[config.mk]
export PLATFORM = sky130hd
export DESIGN_NAME = sync_shift_port
export DESIGN_NICKNAME = d
export VERILOG_FILES = /design/src/rtl/sync_shift_port.sv
export SDC_FILE = /design/constraint.sdc
export NUM_CORES = 1
export LEC_CHECK = 0
export ABC_AREA = 1
export BUFFER_PORTS_ARGS = -buffer_cell sky130_fd_sc_hd__clkbuf_2
export CORE_ASPECT_RATIO = 1.4
export CORE_MARGIN = 5
export CORE_UTILIZATION = 45
export DETAILED_ROUTE_END_ITERATION = 16
export HOLD_SLACK_MARGIN = 0.06
export PLACE_DENSITY = 0.82
export SLEW_MARGIN = 20
export SYNTH_ARGS = -nofsm -noshare
export SYNTH_HDL_FRONTEND = slang
export SYNTH_SLANG_ARGS = --single-unit
export TNS_END_PERCENT = 5
[constraint.sdc]
create_clock -name clk -period 1.3 [get_ports clk]
set_input_delay 0.26 -clock clk [delete_from_list [all_inputs] [get_ports clk]]
set_output_delay 0.26 -clock clk [all_outputs]
set_load 0.01 [all_outputs]
[src/rtl/sync_shift_port.sv]
module sync_shift_port #(
  parameter int DIV = 12,
  parameter int DW  = 8
) (
  input  logic          clk,
  input  logic          rst_n,
  input  logic [1:0]    mode_sel,
  input  logic          rx_en,
  input  logic          buf_wr,
  input  logic [DW-1:0] buf_wdata,
  input  logic          clr_tx_done,
  input  logic          clr_rx_full,
  input  logic          data_i,
  output logic [DW-1:0] buf_rdata,
  output logic          tx_done,
  output logic          rx_full,
  output logic          sclk_o,
  output logic          data_o,
  output logic          data_oe
);
  localparam int HALF = DIV / 2;
  localparam int PW   = $clog2(DIV);
  localparam int BW   = (DW > 2) ? $clog2(DW) : 1;

  logic          busy, is_tx;
  logic [PW-1:0] ph;
  logic [BW-1:0] bitn;
  logic [DW-1:0] shreg;

  wire sel      = (mode_sel == 2'b00);
  wire start_tx = sel && !busy && buf_wr;
  wire start_rx = sel && !busy && !buf_wr && rx_en && !rx_full;
  wire rise     = busy && (ph == PW'(HALF - 1));
  wire bit_end  = busy && (ph == PW'(DIV - 1));
  wire last     = bit_end && (bitn == BW'(DW - 1));

  always_ff @(posedge clk or negedge rst_n) begin
    if (!rst_n) begin
      busy  <= 1'b0;
      is_tx <= 1'b0;
      ph    <= '0;
      bitn  <= '0;
      shreg <= '0;
    end else if (start_tx || start_rx) begin
      busy  <= 1'b1;
      is_tx <= start_tx;
      ph    <= '0;
      bitn  <= '0;
      shreg <= start_tx ? buf_wdata : '0;
    end else if (busy) begin
      ph <= bit_end ? '0 : ph + 1'b1;
      if (rise && !is_tx) shreg <= {data_i, shreg[DW-1:1]};
      if (bit_end) begin
        bitn <= bitn + 1'b1;
        if (is_tx) shreg <= {1'b0, shreg[DW-1:1]};
        if (last) busy <= 1'b0;
      end
    end
  end

  always_ff @(posedge clk or negedge rst_n) begin
    if (!rst_n) begin
      buf_rdata <= '0;
      tx_done   <= 1'b0;
      rx_full   <= 1'b0;
    end else begin
      if (last && !is_tx) buf_rdata <= shreg;
      if (last && is_tx) tx_done <= 1'b1;
      else if (clr_tx_done) tx_done <= 1'b0;
      if (last && !is_tx) rx_full <= 1'b1;
      else if (clr_rx_full) rx_full <= 1'b0;
    end
  end

  assign sclk_o  = !busy || (ph >= PW'(HALF));
  assign data_o  = shreg[0];
  assign data_oe = busy && is_tx;
endmodule


==> results of run 1 <==
-- metrics by stage --
stage,setup TNS [ps],setup slack [ps],hold WS (ps),cell area [sq um],power (mW)
after floorplan,-450,-78.9,-35.6,1420,2.06
after global placement,-495,-41.2,184,1710,2.41
after detailed placement,-1030,-77.0,190,1710,2.46
after CTS,-2510,-129,176,1830,3.08
after global routing,-4270,-233,165,1900,3.51
final,-2260,-167,167,1900,3.26
-- timing repair --
item,CTS,global route
gates resized for setup,6,14
pin swaps,2,4
hold buffers,1,0
buffers inserted,4,0
endpoints found under the setup margin,20,28
hold endpoints to repair,12,0
gates cloned,0,1
-- synth_stat cells --
master	n
nand3_2	2
xnor2_1	1
inv_2	1
o21ai_2	9
dfrtp_1	27
xor2_1	1
o21ai_1	1
o22ai_1	1
o21ai_0	4
nor2_4	2
nand2_1	55
nand2_4	2
buf_4	1
buf_6	2
inv_1	26
nor2_2	1
nor2_1	9
nand2_2	2
nand4_1	2
a21oi_1	1
nand3_1	17
ha_1	5
-- flip-flops by register name (all words and copies together) (netlist names) --
name,cells
ph,4
bitn,3
buf_rdata,8
tx_done,1
is_tx,1
busy,1
shreg,8
rx_full,1
-- metal layers --
layer,vias to the layer above,global-route usage (%),routed length [microns]
li1,635,-,-
met1,621,18.4,1460
met2,43,26.1,1890
met3,6,1.69,164
met4,0,6.73,61
met5,-,0,0
-- power groups by stage --
stage | Sequential (mW) | Clock [mW] | Combinational (mW)
CTS | 1.20 | 0.493 | 1.39
detailed placement | 1.24 | 0 | 1.22
floorplan | 1.22 | 0 | 0.838
finish | 1.22 | 0.492 | 1.55
global route | 1.24 | 0.545 | 1.72
global placement | 1.23 | 0 | 1.18
-- worst max-delay path: stages (launching register included) --
cell,delay [ps]
dfrtp_1,430
ha_1,200
o21ai_1,120
nand2_1,60
clkbuf_2,120
-- area by class of cell --
class / instances / area (sq um)
flip-flops and latches: 27 / 677
well taps: 39 / 48.8
clock inverters: 1 / 7.51
multi-input cells: 116 / 688
repair buffers: 49 / 329
clock buffers: 3 / 41.3
fillers: 260 / 1200
inverters: 27 / 104
-- path summary, 6_finish.rpt --
check | end | start
worst max-delay path | sclk_o | ph[1]$_DFFE_PN0P_
worst min-delay path | shreg[2]$_DFFE_PN0P_ | buf_wdata[2]
worst max register to register | buf_rdata[4]$_DFFE_PN0P_ | ph[0]$_DFFE_PN0P_
worst min register to register | buf_rdata[6]$_DFFE_PN0P_ | buf_rdata[6]$_DFFE_PN0P_
max in group asynchronous | busy$_DFF_PN0_ | rst_n
min in group asynchronous | shreg[0]$_DFFE_PN0P_ | rst_n
-- kinds of logic after synthesis --
logic type                 synth area share, %
AOI/OAI and AO/OA                         8.08
xor gates and xnor gates                  1.23
adders and majority gates                 4.39
buffers and inverters                     9.23
DFF                                       47.5
and+or+nand+nor                           29.6
==> metrics.yaml, run 1 <==
floorplanning:
  die_y_microns: 76.6
  initial_utilization_pct: 46.0
  core_area_sq_mm: 0.00309
  io_pins: 30
  dieArea_sq_mm: 0.00440
  die_x_microns: 57.5
  num_rows: 24
worst_setup_path:
  cp_max_fo: 4
  required_ps: 1040
  worst_setup_path_end_kind: "primary output"
  worstRegToRegCells: 9
  critPathArrivalTime_ps: 1210
  critical_path_class: "reg -> out"
  critPathLaunchType: "flop"
  r2r_slack_ps: -150
run:
  maxCapViolations: 0
logic_synthesis:
  synth_top_area_share_pct: 47.5
  yosysSeqAreaShare_pct: 47.5
  syn-cell-area_sq_mm: 0.00142
  syn-num-nets: 194
  ys_types: 22
  synth-seq-cells: 27
  syn_inst: 172
  synth_top_cell_by_area: "dfrtp_1"
  synth_warnings: 0
  yosys-top-cells-area: "dfrtp_1 47%, nand2_1 14%, inv_1 6.9%"
  avgSynthCellArea_sq_um: 8.28
sta:
  finClkSkew_ps: 10.2
  post-route-period-util_pct: 113
  worst_slack_ps: -167
  worstMarginPinSlew_ps: 382
  finalMaxSlewViolations: 0
  finalSetupViolCount: 24
  relSlewSlack_pct: 74.5
  rsz0062_at_grt: "yes"
  clock.fmax_mhz: 682
  min_period_ps: 1470
  hold_violations: 0
placed_design:
  dp.cells: 252
  place_congestion: 0.823
  portBuffers: 29
  place_hpwl_microns: 2370
cells_and_area:
  utilization_pct: 61.3
  final_common_cell: "nand2_1"
  final_cells: 262
  layout_common_cells: "53 x nand2_1, 29 x clkbuf_2, 26 x dfrtp_1"
  insertedDiodeCount: 0
  area_growth_pct: 33.1
  nets: 246
  layout-drive-gt1-share_pct: 35.9
global_route:
  antenna_found_initial: 0
  grt_pass1_vias: 1227
  grt_overflow: 0
  grt_pass1_wl_microns: 5380
  grt_max_degree: 18
  track_usage_pct: 15.2
pwr:
  p_per_area_mw_per_mm2: 1720
  p_sw_mw: 1.31
  power_frac_comb_pct: 47.5
  internal_power_mw: 1.95
  p_leak_nw: 1.06
  swShare_pct: 40.3
  p_seq_share_pct: 37.4
  ir_drop_v: 0.00107
  clkPwrFrac_pct: 15.1
routing:
  antenna_left: 0
  drcViolationCount: 0
  wl_per_cell_microns: 13.6
  wl_microns: 3570
  viasPerCell: 4.98
  drt_iter0_drc: 55
  drtPass1Iterations: 4
  vias: 1305
hold_path:
  hold_depth: 3
  hp-class: "in -> reg"
clock_network:
  clockBufferDepth: 2
  numCtsBuffers: 3
  clock_sinks: 27
  worstSkewPairLatency_ps: 280
  htree_levels: 1
  cts_root_buffer: "clkbuf_8"
  clk_pin_slew_ps: 100
  cts_tree: "built"
status:
  failed_checks: "negative setup slack"
  status: "complete, but fails checks"
(Power assumes the default switching activity.)
==> run 2: changes to the inputs <==
--- a/config.mk
+++ b/config.mk
@@ -8,11 +8,12 @@
 export ABC_AREA = 1
 export BUFFER_PORTS_ARGS = -buffer_cell sky130_fd_sc_hd__clkbuf_2
 export CORE_ASPECT_RATIO = 1.4
-export CORE_MARGIN = 5
 export CORE_UTILIZATION = 45
+export CTS_CLUSTER_DIAMETER = 40
 export DETAILED_ROUTE_END_ITERATION = 16
 export HOLD_SLACK_MARGIN = 0.06
 export PLACE_DENSITY = 0.82
+export RECOVER_POWER = 25
 export SLEW_MARGIN = 20
 export SYNTH_ARGS = -nofsm -noshare
 export SYNTH_HDL_FRONTEND = slang
==> metrics.yaml, run 2 (same netlist as run 1, synthesis figures left out) <==
status:
  status: "complete, but fails checks"
  failed_checks: "negative setup slack"
floorplanning:
  num_rows: 23
  io_pins: 30
  dieArea_sq_mm: 0.00340
  die_x_microns: 49.5
  core_area_sq_mm: 0.00294
  die_y_microns: 68.6
  initial_utilization_pct: 48.5
worst_setup_path:
  rr_endpoint: "buf_rdata[7]$_DFFE_PN0P_"
  worstRegToRegCells: 8
  required_ps: 1520
  critPathArrivalTime_ps: 1710
  cp_max_fo: 8
  critPathLaunchType: "flop"
  critical_path_class: "reg -> reg"
  worst_setup_path_end_kind: "flop"
  r2r-start: "ph[1]$_DFFE_PN0P_"
  r2r_slack_ps: -190
routing:
  drt_iter0_drc: 47
  vias: 1295
  drcViolationCount: 0
  wl_per_cell_microns: 12.9
  wl_microns: 3410
  drtPass1Iterations: 4
  viasPerCell: 4.91
  antenna_left: 0
hold_path:
  hp-start: "clr_rx_full"
  hold_depth: 2
  hp-class: "in -> reg"
  hold_path_end: "rx_full$_DFFE_PN0P_"
cells_and_area:
  nets: 250
  top_regs: "buf_rdata: 8 flops, shreg: 8 flops, ph: 4 flops"
  final_common_cell: "nand2_1"
  fillCellCount: 244
  layout_common_cells: "52 x nand2_1, 30 x clkbuf_2, 25 x dfrtp_1"
  insertedDiodeCount: 0
  layout-drive-gt1-share_pct: 39.2
  area_growth_pct: 37.0
  final_cells: 264
global_route:
  grt_pass1_vias: 1218
  grt_pass1_wl_microns: 5440
  grt_max_degree: 28
  antenna_found_initial: 0
  track_usage_pct: 21.4
  grt_overflow: 0
sta:
  finalSetupViolCount: 28
  finClkSkew_ps: 7.26
  worstMarginPinSlew_ps: 670
  fin_hold_ws_ps: 134
  relSlewSlack_pct: 55.4
  setup_tns_ps: -3360
  rsz0062_at_grt: "yes"
  finalMaxSlewViolations: 0
  hold_violations: 0
  worst_slack_ps: -194
  clock.fmax_mhz: 669
  min_period_ps: 1490
  post-route-period-util_pct: 115
pwr:
  ir_drop_v: 0.00111
  p_per_area_mw_per_mm2: 1760
  p_leak_nw: 1.09
  power_mw: 3.43
clock_network:
  worstSkewPairLatency_ps: 280
  clockBufferDepth: 2
  cts_root_buffer: "clkbuf_8"
  numCtsBuffers: 3
  clock_sinks: 27
  htree_levels: 1
  cts_tree: "built"
  clk_pin_slew_ps: 100
placed_design:
  pre_cts_ws_ps: -118
  place_congestion: 0.895
  dp.cells: 248
  place_hpwl_microns: 2100
  portBuffers: 29
run:
  maxCapViolations: 0
[run 2: changes by cell type in the layout (fill, tap and decap cells not counted), sizes merged]
cell and delta:
buf +3, clkbuf +1
[run 2: worst max-delay path by stage]
stage	startpoint	endpoint
after detailed placement	ph[1]$_DFFE_PN0P_	shreg[6]$_DFFE_PN0P_
after global placement	ph[1]$_DFFE_PN0P_	shreg[2]$_DFFE_PN0P_
after global routing	ph[0]$_DFFE_PN0P_	buf_rdata[7]$_DFFE_PN0P_
after CTS	ph[1]$_DFFE_PN0P_	sclk_o
final	ph[1]$_DFFE_PN0P_	buf_rdata[7]$_DFFE_PN0P_
after floorplan	ph[1]$_DFFE_PN0P_	buf_rdata[7]$_DFFE_PN0P_
[run 2: critical path, cell delays in order (launching register included)]
cell,delay (ps)
dfrtp_2,410
buf_6,130
ha_4,150
nand2_4,70
inv_4,80
nand2_4,60
nor2_4,240
nand2_4,150
o21ai_2,150
[run 2: through the flow]
stage / area (sq um) / util, %
after global placement: 1710 / 58.2
after floorplan: 1420 / -
after CTS: 1860 / 63.4
after global routing: 1950 / 66.5
after detailed placement: 1710 / 58.2
final: 1950 / 66.5
[run 2: area by class of cell]
class                   instances  area, sq um  share of cell area (%)
inverters                      27          106                    5.45
flip-flops and latches         27          678                    34.8
clock buffers                   3         41.3                    2.12
clock inverters                 1         7.51                   0.385
well taps                      37         46.3                    2.37
multi-input cells             116          698                    35.8
repair buffers                 53          373                    19.1
[run 2: what timing repair did]
| action | CTS | global route |
|---|---|---|
| endpoints found under the hold margin | 27 | 0 |
| pin swaps | 2 | 7 |
| hold buffers | 1 | 0 |
| endpoints found under the setup margin | 24 | 28 |
| gates cloned | 0 | 1 |
| buffers inserted | 9 | 1 |
| gates resized for setup | 10 | 20 |
[run 2: metal layers]
metal	up-vias	part of all wire, %	global-route usage (%)
met3	12	3.4	1.97
met5	-	0	0
met4	0	3.7	13.2
met2	42	51	36.8
li1	648	-	-
met1	593	42	26.0
[run 2: power by group]
| group | switching, mW | leakage [nW] | internal, mW | total [mW] |
|---|---|---|---|---|
| clock network | 0.271 | 0.0217 | 0.218 | 0.489 |
| logic | 0.936 | 0.720 | 0.770 | 1.71 |
| registers | 0.158 | 0.347 | 1.07 | 1.23 |
| total | 1.36 | 1.09 | 2.06 | 3.43 |
